### src/rtl/blk_admit_pkg.sv
package blk_admit_pkg;
  function automatic int width_of(input int n);
    return (n > 1) ? $clog2(n) : 1;
  endfunction
endpackage

### src/rtl/bad_rr_pick.sv
module bad_rr_pick #(
  parameter int N = 4,
  parameter int W = 2
) (
  input  logic [N-1:0] fit,
  input  logic [W-1:0] last,
  output logic         any,
  output logic [W-1:0] pick
);
  logic [31:0] t;

  always_comb begin
    any  = 1'b0;
    pick = '0;
    t    = '0;
    for (int k = N; k >= 1; k--) begin
      t = 32'(last) + 32'(k);
      if (t >= 32'(N)) t = t - 32'(N);
      if (fit[t[W-1:0]]) begin
        any  = 1'b1;
        pick = t[W-1:0];
      end
    end
  end
endmodule

### src/rtl/bad_unit_ledger.sv
module bad_unit_ledger #(
  parameter int MAX_BLOCKS = 8,
  parameter int REG_POOL   = 8192,
  parameter int MAX_WARPS  = 24,
  parameter int DEM_W      = 18,
  parameter int WRP_W      = 11,
  parameter int SLOT_W     = 3
) (
  input  logic                  clk,
  input  logic                  rst_n,
  input  logic [DEM_W-1:0]      dem_regs,
  input  logic [WRP_W-1:0]      dem_warps,
  input  logic                  claim,
  input  logic                  rel_valid,
  input  logic [SLOT_W-1:0]     rel_slot,
  output logic                  fit,
  output logic [SLOT_W-1:0]     free_idx,
  output logic [MAX_BLOCKS-1:0] resident
);
  localparam int RS_W = DEM_W + 1;
  localparam int WS_W = WRP_W + 1;

  logic [DEM_W-1:0] regs_used;
  logic [WRP_W-1:0] warps_used;
  logic [DEM_W-1:0] slot_regs  [MAX_BLOCKS];
  logic [WRP_W-1:0] slot_warps [MAX_BLOCKS];
  logic             rel_hit;
  logic [DEM_W-1:0] rel_regs;
  logic [WRP_W-1:0] rel_warps;
  logic [RS_W-1:0]  reg_sum;
  logic [WS_W-1:0]  warp_sum;

  assign rel_hit   = rel_valid && resident[rel_slot];
  assign rel_regs  = rel_hit ? slot_regs[rel_slot]  : '0;
  assign rel_warps = rel_hit ? slot_warps[rel_slot] : '0;
  assign reg_sum   = {1'b0, regs_used} + {1'b0, dem_regs};
  assign warp_sum  = {1'b0, warps_used} + {1'b0, dem_warps};
  assign fit = !(&resident) && (reg_sum <= RS_W'(REG_POOL)) &&
               (warp_sum <= WS_W'(MAX_WARPS));

  always_comb begin
    free_idx = '0;
    for (int i = MAX_BLOCKS - 1; i >= 0; i--)
      if (!resident[i]) free_idx = SLOT_W'(i);
  end

  always_ff @(posedge clk) begin
    if (!rst_n) begin
      regs_used  <= '0;
      warps_used <= '0;
      resident   <= '0;
      for (int i = 0; i < MAX_BLOCKS; i++) begin
        slot_regs[i]  <= '0;
        slot_warps[i] <= '0;
      end
    end else begin
      regs_used  <= regs_used + (claim ? dem_regs : '0) - rel_regs;
      warps_used <= warps_used + (claim ? dem_warps : '0) - rel_warps;
      for (int i = 0; i < MAX_BLOCKS; i++) begin
        if (claim && free_idx == SLOT_W'(i)) begin
          resident[i]   <= 1'b1;
          slot_regs[i]  <= dem_regs;
          slot_warps[i] <= dem_warps;
        end else if (rel_hit && rel_slot == SLOT_W'(i)) begin
          resident[i] <= 1'b0;
        end
      end
    end
  end

  assert_claim_fits_R3: assert property (@(posedge clk) disable iff (!rst_n)
    claim |-> fit);
  assert_reg_pool_bound_R3: assert property (@(posedge clk) disable iff (!rst_n)
    regs_used <= DEM_W'(REG_POOL));
  assert_warp_bound_R5: assert property (@(posedge clk) disable iff (!rst_n)
    warps_used <= WRP_W'(MAX_WARPS));
  assert_release_clears_R8: assert property (@(posedge clk) disable iff (!rst_n)
    rel_hit |=> !resident[$past(rel_slot)]);
endmodule

### src/rtl/block_admit_dispatch.sv
module block_admit_dispatch
  import blk_admit_pkg::*;
#(
  parameter int NUM_UNITS   = 4,
  parameter int MAX_BLOCKS  = 8,
  parameter int REG_POOL    = 8192,
  parameter int MAX_WARPS   = 24,
  parameter int WARP_SIZE   = 32,
  parameter int MAX_THREADS = 512,
  parameter int RPT_W       = 8,
  localparam int THR_W  = $clog2(MAX_THREADS + 1),
  localparam int UNIT_W = width_of(NUM_UNITS),
  localparam int SLOT_W = width_of(MAX_BLOCKS)
) (
  input  logic                            clk,
  input  logic                            rst_n,
  input  logic                            req_valid,
  output logic                            req_ready,
  input  logic [THR_W-1:0]                req_threads,
  input  logic [RPT_W-1:0]                req_rpt,
  output logic                            disp_valid,
  output logic [UNIT_W-1:0]               disp_unit,
  output logic [SLOT_W-1:0]               disp_slot,
  output logic                            rej_valid,
  input  logic                            done_valid,
  input  logic [UNIT_W-1:0]               done_unit,
  input  logic [SLOT_W-1:0]               done_slot,
  output logic [NUM_UNITS*MAX_BLOCKS-1:0] resident
);
  localparam int DEM_W = THR_W + RPT_W;
  localparam int WRP_W = THR_W + 1;
  localparam int WS_SH = $clog2(WARP_SIZE);

  logic [DEM_W-1:0]  dem_regs;
  logic [WRP_W-1:0]  thr_round;
  logic [WRP_W-1:0]  dem_warps;
  logic              legal;
  logic [NUM_UNITS-1:0] unit_fit;
  logic [SLOT_W-1:0] unit_free [NUM_UNITS];
  logic              any_fit;
  logic [UNIT_W-1:0] pick;
  logic [UNIT_W-1:0] last_unit;
  logic              accept;

  assign dem_regs  = DEM_W'(req_threads) * DEM_W'(req_rpt);
  assign thr_round = {1'b0, req_threads} + WRP_W'(WARP_SIZE - 1);
  assign dem_warps = thr_round >> WS_SH;
  assign legal = (req_threads != '0) && (req_threads <= THR_W'(MAX_THREADS)) &&
                 (dem_regs <= DEM_W'(REG_POOL)) && (dem_warps <= WRP_W'(MAX_WARPS));

  bad_rr_pick #(.N(NUM_UNITS), .W(UNIT_W)) u_pick (
    .fit(unit_fit), .last(last_unit), .any(any_fit), .pick(pick)
  );

  assign req_ready  = req_valid && (!legal || any_fit);
  assign accept     = req_valid && req_ready;
  assign disp_valid = accept && legal;
  assign rej_valid  = accept && !legal;
  assign disp_unit  = pick;
  assign disp_slot  = unit_free[pick];

  for (genvar u = 0; u < NUM_UNITS; u++) begin : g_unit
    logic [MAX_BLOCKS-1:0] res_u;
    bad_unit_ledger #(
      .MAX_BLOCKS(MAX_BLOCKS), .REG_POOL(REG_POOL), .MAX_WARPS(MAX_WARPS),
      .DEM_W(DEM_W), .WRP_W(WRP_W), .SLOT_W(SLOT_W)
    ) u_ledger (
      .clk      (clk),
      .rst_n    (rst_n),
      .dem_regs (dem_regs),
      .dem_warps(dem_warps),
      .claim    (disp_valid && pick == UNIT_W'(u)),
      .rel_valid(done_valid && done_unit == UNIT_W'(u)),
      .rel_slot (done_slot),
      .fit      (unit_fit[u]),
      .free_idx (unit_free[u]),
      .resident (res_u)
    );
    assign resident[u*MAX_BLOCKS +: MAX_BLOCKS] = res_u;
  end

  always_ff @(posedge clk) begin
    if (!rst_n) last_unit <= UNIT_W'(NUM_UNITS - 1);
    else if (disp_valid) last_unit <= pick;
  end

  assert_slot_was_free_R10: assert property (@(posedge clk) disable iff (!rst_n)
    disp_valid |-> !resident[int'(disp_unit)*MAX_BLOCKS + int'(disp_slot)]);
  assert_slot_taken_R10: assert property (@(posedge clk) disable iff (!rst_n)
    disp_valid |=> resident[int'($past(disp_unit))*MAX_BLOCKS + int'($past(disp_slot))]);
  assert_reject_no_change_R2: assert property (@(posedge clk) disable iff (!rst_n)
    (rej_valid && !done_valid) |=> $stable(resident));
  assert_stall_no_dispatch_R7: assert property (@(posedge clk) disable iff (!rst_n)
    (req_valid && !req_ready) |-> (!disp_valid && !rej_valid));
endmodule

### config.mk
export PLATFORM = sky130hd
export DESIGN_NAME = block_admit_dispatch
export DESIGN_NICKNAME = d
export VERILOG_FILES = /design/src/rtl/blk_admit_pkg.sv /design/src/rtl/bad_rr_pick.sv /design/src/rtl/bad_unit_ledger.sv /design/src/rtl/block_admit_dispatch.sv
export SDC_FILE = /design/constraint.sdc
export NUM_CORES = 2
export LEC_CHECK = 0
export BUFFER_PORTS_ARGS = -buffer_cell sky130_fd_sc_hd__buf_2
export CORE_AREA = 3 3 364 366
export CTS_CLUSTER_DIAMETER = 50
export DETAILED_ROUTE_END_ITERATION = 16
export DIE_AREA = 0 0 367 369
export GPL_ROUTABILITY_DRIVEN = 0
export GPL_TIMING_DRIVEN = 0
export SETUP_SLACK_MARGIN = 0.2
export SKIP_CTS_REPAIR_TIMING = 1
export SLEW_MARGIN = 20
export SYNTH_ARGS = -nofsm -noshare
export SYNTH_HDL_FRONTEND = slang
export SYNTH_SLANG_ARGS = --single-unit
export TNS_END_PERCENT = 100
### constraint.sdc
create_clock -name clk -period 21.4 [get_ports clk]
set_input_delay 2.14 -clock clk [delete_from_list [all_inputs] [get_ports clk]]
set_output_delay 2.14 -clock clk [all_outputs]
set_load 0.01 [all_outputs]
Word-level counts from Yosys, hierarchy flattened
Memories as Yosys holds them, arrays and structs flattened.
Index checks and enable logic that the tools add are counted.
{"block": "totals", "reg_bits": 150, "ram_bits": 768, "inputBits": 27, "memories": 8}
{"block": "classes", "n_addsub": 33, "n_mul": 1, "n_lt_le_gt_ge": 21, "n_eq_ne": 41, "n_mux": 304, "bitwise": 65, "reduce_logical": 141}
{"name": "g_unit[0].u_ledger.slot_regs", "depth": 8, "width": 18, "read_ports": 1, "rd_ports_with_merged_regs": 0, "wr": 8, "line": "bad_unit_ledger.sv:25", "rtl": "logic [DEM_W-1:0] slot_regs [MAX_BLOCKS];"}
{"name": "g_unit[1].u_ledger.slot_regs", "depth": 8, "width": 18, "read_ports": 1, "rd_ports_with_merged_regs": 0, "wr": 8, "line": "bad_unit_ledger.sv:25"}
{"name": "g_unit[2].u_ledger.slot_regs", "depth": 8, "width": 18, "read_ports": 1, "rd_ports_with_merged_regs": 0, "wr": 8, "line": "bad_unit_ledger.sv:25"}
{"name": "g_unit[3].u_ledger.slot_regs", "depth": 8, "width": 18, "read_ports": 1, "rd_ports_with_merged_regs": 0, "wr": 8, "line": "bad_unit_ledger.sv:25"}
{"name": "g_unit[0].u_ledger.slot_warps", "depth": 8, "width": 6, "read_ports": 1, "rd_ports_with_merged_regs": 0, "wr": 8, "line": "bad_unit_ledger.sv:26", "rtl": "logic [WRP_W-1:0] slot_warps [MAX_BLOCKS];"}
{"name": "g_unit[1].u_ledger.slot_warps", "depth": 8, "width": 6, "read_ports": 1, "rd_ports_with_merged_regs": 0, "wr": 8, "line": "bad_unit_ledger.sv:26"}
{"name": "+2 memories"}
{"operator": "18-bit two-way mux", "n": 40}
{"operator": "6-bit two-way mux", "n": 36}
{"operator": "1-bit two-way mux", "n": 173}
{"operator": "3-bit two-way mux", "n": 34}
{"operator": "1-bit logical AND", "n": 91}
{"operator": "18-bit by 18-bit adder with 19-bit output", "n": 4}
{"operator": "19-bit by 14-bit <= comparator with 1-bit output, second input constant", "n": 4}
{"operator": "18-bit adder", "n": 4}
{"operator": "18-bit subtractor", "n": 4}
{"operator": "1-bit bitwise OR", "n": 64}
{"operator": "2-bit nonzero test", "n": 32}
{"operator": "3-bit == test, second input constant", "n": 20}
{"operator": "11-bit by 6-bit adder with 12-bit output", "n": 4}
{"operator": "12-bit by 5-bit <= comparator with 1-bit output, second input constant", "n": 4}
{"operator": "11-bit adder", "n": 4}
{"operator": "11-bit two-way mux", "n": 4}
{"operator": "11-bit subtractor", "n": 4}
{"operator": "8-bit AND reduction", "n": 4}
{"operator": "3-bit by 2-bit == test with 1-bit output, second input constant", "n": 10}
{"operator": "18-bit by 14-bit <= comparator with 1-bit output, second input constant", "n": 1}
{"operator": "10-bit by 8-bit multiplier with 18-bit output", "n": 1}
{"operator": "2-bit two-way mux", "n": 8}
{"operator": "3-bit by 1-bit == test with 1-bit output, second input constant", "n": 5}
{"operator": "3-bit zero test", "n": 5}
{"operator": "other kinds (21)", "n": 46}

Longest topological paths before layout
{"block": "depth", "ltp_word": 21, "depth_mapped": 49, "depth_no_buf": 46}

By module
A second synthesis with hierarchy kept.
{"block": "unflattened", "cells_unflattened": 5483, "hier_area_um2": 61445.2}
{"module": "bad_unit_ledger (g_unit[0].u_ledger)", "n_inst": 1, "cells_each": 1290, "area_each_um2": 14617.8, "seq_area_each_um2": 7707.4}
{"module": "bad_unit_ledger (g_unit[1].u_ledger)", "n_inst": 1, "cells_each": 1283, "area_each_um2": 14580.2, "seq_area_each_um2": 7707.4}
{"module": "bad_unit_ledger (g_unit[3].u_ledger)", "n_inst": 1, "cells_each": 1281, "area_each_um2": 14523.9, "seq_area_each_um2": 7707.4}
{"module": "bad_unit_ledger (g_unit[2].u_ledger)", "n_inst": 1, "cells_each": 1239, "area_each_um2": 14507.7, "seq_area_each_um2": 7707.4}
{"module": "block_admit_dispatch", "n_inst": 1, "cells_each": 376, "area_each_um2": 3124.2, "seq_area_each_um2": 40.0}
{"module": "bad_rr_pick", "n_inst": 1, "cells_each": 14, "area_each_um2": 91.3, "seq_area_each_um2": 0.0}

Worst setup path before layout
OpenSTA, ideal clock, no wires.
{"block": "synth_path", "path_kind": "input to register", "from": "input port req_threads[6]", "to": "register g_unit[1].u_ledger.regs_used[14]", "arrival_ns": 12.725, "required_time_ns": 21.272, "path_slack_ns": 8.547, "stages": 42, "path_buffers": 2, "path_cell_list": "clkbuf_1 nand2_1 fa_1 fa_1 fa_1 fa_1 inv_1 ha_1 o21a_1 o21a_1 and3_1 a221o_1 a211o_1 a21oi_1 xnor2_1 ha_1 a2111oi_0 nand4_1 (+6 left out) inv_1 buf_1 nand4_1 fa_1 inv_1 ha_1 nor2b_1 o21ai_0 a21boi_0 o21ai_0 a21boi_0 o21ai_0 a21oi_1 o21ai_0 a21oi_1 a31oi_1 xor2_1 nor2_1"}
{"block": "synth_between", "elab_cells_between_ends": 59, "cone_classes": "add/sub (11); mul (1); order compare (11); eq/ne (1); mux (17); reduce/logical (18)"}
{"element": "start, declared", "line": "block_admit_dispatch.sv:19", "rtl": "input logic [THR_W-1:0] req_threads,"}
{"element": "10-bit by 8-bit multiplier with 18-bit output (*)", "line": "block_admit_dispatch.sv:45", "rtl": "assign dem_regs = DEM_W'(req_threads) * DEM_W'(req_rpt);"}
{"element": "via dem_regs[17]", "line": "block_admit_dispatch.sv:34", "rtl": "logic [DEM_W-1:0] dem_regs;"}
{"element": "18-bit by 18-bit adder with 19-bit output", "line": "bad_unit_ledger.sv:36", "rtl": "assign reg_sum = {1'b0, regs_used} + {1'b0, dem_regs};"}
{"element": "19-bit by 14-bit <= comparator with 1-bit output", "line": "bad_unit_ledger.sv:38", "rtl": "assign fit = !(&resident) && (reg_sum <= RS_W'(REG_POOL)) &&"}
{"element": "1-bit logical AND (2 in a row)", "line": "bad_unit_ledger.sv:38"}
{"element": "1-bit binary-select mux with 2-bit select", "line": "bad_rr_pick.sv:19", "rtl": "if (fit[t[W-1:0]]) begin"}
{"element": "1-bit two-way mux (implied by the code)", "line": "bad_rr_pick.sv:19"}
{"element": "2-bit two-way mux (3 in a row)", "line": "bad_rr_pick.sv:19"}
{"element": "2-bit two-way mux (*)", "line": "bad_rr_pick.sv:19"}
{"element": "via disp_unit[0]", "line": "block_admit_dispatch.sv:22", "rtl": "output logic [UNIT_W-1:0] disp_unit,"}
{"element": "2-bit by 1-bit == test with 1-bit output (*)", "line": "block_admit_dispatch.sv:72", "rtl": ".claim (disp_valid && pick == UNIT_W'(u)),"}
{"element": "1-bit logical AND (*)", "line": "block_admit_dispatch.sv:72"}
{"element": "18-bit two-way mux (*)", "line": "bad_unit_ledger.sv:57", "rtl": "regs_used <= regs_used + (claim ? dem_regs : '0) - rel_regs;"}
{"element": "18-bit adder (*)", "line": "bad_unit_ledger.sv:57"}
{"element": "18-bit subtractor (*)", "line": "bad_unit_ledger.sv:57"}
{"element": "end signal, assigned", "line": "bad_unit_ledger.sv:57"}
{"element": "end, declared", "line": "bad_unit_ledger.sv:23", "rtl": "logic [DEM_W-1:0] regs_used;"}
The timed path passes the listed nets; every way through them passes the cells marked *. The select of a mux whose other input is x is not followed.
A chain may end at the register's enable or synchronous reset.

Worst setup path in the final report
{"block": "layout_path", "from": "input port req_threads[6]", "to": "register g_unit[2].u_ledger.regs_used[16]"}
{"block": "layout_between", "elab_chain_cells": 19, "elab_cells_between_ends": 59, "cone_classes": "add/sub (11); mul (1); order compare (11); eq/ne (1); mux (17); reduce/logical (18)"}
{"element": "10-bit by 8-bit multiplier with 18-bit output (*)", "line": "block_admit_dispatch.sv:45"}
{"element": "via dem_regs[15]", "line": "block_admit_dispatch.sv:34"}
{"element": "18-bit by 18-bit adder with 19-bit output", "line": "bad_unit_ledger.sv:36"}
{"element": "19-bit by 14-bit <= comparator with 1-bit output", "line": "bad_unit_ledger.sv:38"}
{"element": "1-bit logical AND (2 in a row)", "line": "bad_unit_ledger.sv:38"}
{"element": "1-bit binary-select mux with 2-bit select", "line": "bad_rr_pick.sv:19"}
{"element": "1-bit two-way mux (implied by the code)", "line": "bad_rr_pick.sv:19"}
{"element": "1-bit two-way mux (4 in a row)", "line": "bad_rr_pick.sv:19"}
{"element": "1-bit logical OR", "line": "block_admit_dispatch.sv:55", "rtl": "assign req_ready = req_valid && (!legal || any_fit);"}
{"element": "1-bit logical AND", "line": "block_admit_dispatch.sv:55"}
{"element": "1-bit logical AND", "line": "block_admit_dispatch.sv:56", "rtl": "assign accept = req_valid && req_ready;"}
{"element": "1-bit logical AND", "line": "block_admit_dispatch.sv:57", "rtl": "assign disp_valid = accept && legal;"}
{"element": "1-bit logical AND", "line": "block_admit_dispatch.sv:72"}
{"element": "18-bit two-way mux (*)", "line": "bad_unit_ledger.sv:57"}
{"element": "18-bit adder (*)", "line": "bad_unit_ledger.sv:57"}
{"element": "18-bit subtractor (*)", "line": "bad_unit_ledger.sv:57"}
{"element": "end signal, assigned", "line": "bad_unit_ledger.sv:57"}
{"element": "end, declared", "line": "bad_unit_ledger.sv:23"}
Marked as above.

==> metrics <==
H-Tree Depth 3; via count 37.5k; Yosys top cell area share 44.5%; Detailed Route WL 173 mm; Hold Path Sink g_unit[2].u_ledger.resident[1]; crit end category flip-flop; CTS tree yes; clock-pin slew on the worst setup and hold paths 60 ps; main flop type after synthesis edfxtp_1; share of cells above drive strength 1 11.8%; Max-slew headroom 17.3%; synthesized area 51800 um2; Hold Crit Class flip-flop to flip-flop; Max Root-Sink Buffers 3; setup TNS 0 ps; FF-to-FF End g_unit[2].u_ledger.regs_used[16]; Worst Reg-to-Reg Cells 30; Die Span Y 369 um; Clock Skew 37.3 ps; post-synth top area cell edfxtp_1; met1 Use GR 33.9%; first-pass GRT wire length 249 mm; Mapped Cells 4549; leak pwr 22.9 nW; measured slew at the worst slew-check pin 1240 ps; CP max stage cell clkbuf_1; via count of the first global-routing pass 36.1k; gr ovfl total 0; number of synthesized flops with an enable pin 768; share of flip-flops with an asynchronous set or reset 0%; Seq/Total Area, Yosys 50.3%; Yosys warning count 0; reg2reg start g_unit[3].u_ledger.regs_used[0]; largest net degree at the start of global routing 25; Ports 67; WHS Path Cells 2; met2 Resource Use GR 39.0%; Tcrit/Tclk final 70.1%; Initial Util 40.0%; Layout Area Growth over Synthesis 14.5%; Synth area leaders edfxtp_1 (44%), mux4_2 (8.7%), ha_1 (6.4%), dfxtp_1 (5.8%), fa_1 (5.7%); CTS buffer count 111; antenna violations before repair 6; Final Setup Violations 0; # nets final 5314; Final ANT Viol Nets 0; Yosys reg bits 918; Chip Width 367 um; placed cells 6502; max-cap violations 0; power density cells 140 nW/um2; DRC Markers 0; status complete, no violations; CP Data Arrival Time 15600 ps; Die Area 135000 um2; startpoint type of the worst setup path input port; minimum clock period 15010 ps; TritonCTS Sinks 918; gr busiest metal met2; max incr delay on CP 620 ps; worst hold start g_unit[2].u_ledger.resident[1]; Final Non-Filler Cells 6716; critical path peak fanout 10; routed len/inst 25.8 um; RSZ-0062 raised after global routing false; clk root buf clkbuf_16; Worst-Skew Late Latency 750 ps; Row Count 132; Peak VDD IR 0.000112 V; syn_area_per_cell 11.4 um2; FMAX 0.0666 GHz; final hold vios 0; Post-DP HPWL 127 mm; synth unique cells 85; met3 usage 7.17%; setup slack, reg-to-reg 11780 ps; I/O Buffers 52; All-Layer GR Usage 25.3%; WP data required 21990 ps; Initial DRC Count 4482; crit path kind input port to flip-flop; router iterations before antenna repair 5; Via-to-Cell Ratio 5.59; area of the core 129000 um2; Slew Viols, Final 0
power by group:
group | internal (mW) | total (mW) | switching (mW)
clock | 1.12 | 1.95 | 0.833
combinational | 1.46 | 4.01 | 2.56
sequential | 2.22 | 2.33 | 0.110
flip-flops by register name, summed over array words and instances, names as in the netlist:
signal,cells
last_unit,2
g_unit.u_ledger.regs_used,72
g_unit.u_ledger.slot_warps,192
g_unit.u_ledger.slot_regs,576
g_unit.u_ledger.resident,32
g_unit.u_ledger.warps_used,44
worst max-delay path, delay by kind of cell:
kind,cells,cell delay [ps]
buffers and inverters,8,2460
adders and majority gates,8,3510
xor gates and xnor gates,1,180
AOI/OAI and AO/OA,18,4200
and+or+nand+nor,12,3080
cell type report:
cell class / count / area (um2)
clock inverters: 86 / 937
fillers: 11870 / 70100
well taps: 1742 / 2180
clock buffers: 124 / 2860
flip-flops and latches: 918 / 26100
inverters: 465 / 1750
multi-input cells: 3069 / 23900
repair buffers: 77 / 697
plain buffers: 231 / 922
diodes: 4 / 10.0
synth_stat cells, types with 5 or more instances:
library cell / n
a2111oi_0: 12
a211o_1: 8
a211oi_1: 17
a21boi_0: 12
a21o_1: 62
a21oi_1: 255
a31oi_1: 22
a41oi_1: 8
and2_1: 66
and3_1: 19
buf_1: 34
buf_2: 11
clkbuf_1: 183
dfxtp_1: 150
edfxtp_1: 768
fa_1: 148
ha_1: 266
inv_1: 464
mux2i_1: 18
mux4_2: 200
nand2_1: 440
nand2b_1: 34
nand3_1: 49
nand3b_1: 5
nand4_1: 35
nor2_1: 614
nor2_2: 19
nor2b_1: 40
nor3_1: 62
nor3b_1: 14
nor4_1: 13
o2111ai_1: 13
o211ai_1: 19
o21a_1: 25
o21ai_0: 130
o21bai_1: 29
o22ai_1: 12
o31ai_1: 8
o41ai_1: 6
or2_2: 8
or3_1: 25
or4_1: 12
xnor2_1: 89
xor2_1: 47
metrics by stage:
| stage | instance area [um2] | power, mW | hold slack (ps) | util [%] | setup slack [ps] |
|---|---|---|---|---|---|
| 4_1_cts | 59300 | 8.25 | 525 | 45.8 | 6480 |
| 6_report | 59300 | 8.30 | 542 | 45.8 | 6390 |
| 3_3_place_gp | 54800 | 6.08 | 510 | 42.3 | 5170 |
| 2_1_floorplan | 52300 | 4.97 | 529 | - | 8550 |
| 3_5_place_dp | 55500 | 6.29 | 515 | 42.9 | 5780 |
| 5_1_grt | 59300 | 8.75 | 566 | 45.8 | 5580 |
layout by cell type (no fill, tap or decap), drive strengths merged, types with 29 or more instances in the layout:
cell type  synthesis  routed
a21o              62      62
a21oi            255     255
and2              67      67
buf               48     121
clkbuf           183     311
clkinv             0      49
conb               2     136
dfxtp            150     150
edfxtp           768     768
fa               148     148
ha               266     266
inv              465     483
mux4             200     200
nand2            440     440
nand2b            34      34
nand3             49      49
nand4             35      35
nor2             633     633
nor2b             40      40
nor3              63      63
o21ai            131     131
o21bai            29      29
xnor2             89      89
xor2              47      47
routing by layer:
layer	vias up	part of all wire, %
met2	1863	45
met3	342	11
met5	-	0.016
met4	4	4.3
li1	16616	-
met1	18707	40
cells by family after synthesis:
logic type	Yosys count	share of synthesized area, %
compound gates	682	8.28
mux	221	9.10
other cells	2	0.0145
xor+xnor	136	2.30
flops	918	50.3
simple gates	1480	12.8
buf+inv	696	5.10
fa+ha+maj	414	12.1
worst max-delay path by stage:
stage / start / to / slack [ps] / depth (start not counted)
after floorplan: req_threads[6] / g_unit[1].u_ledger.regs_used[14] / 8550 / 42
after global placement: req_threads[5] / g_unit[0].u_ledger.regs_used[14] / 5170 / 44
after detailed placement: req_threads[6] / g_unit[0].u_ledger.regs_used[14] / 5780 / 43
after CTS: req_threads[5] / g_unit[0].u_ledger.regs_used[14] / 6480 / 43
after global routing: req_threads[6] / g_unit[2].u_ledger.regs_used[16] / 5580 / 48
final: req_threads[6] / g_unit[2].u_ledger.regs_used[16] / 6390 / 47
(Power assumes the default switching activity.)
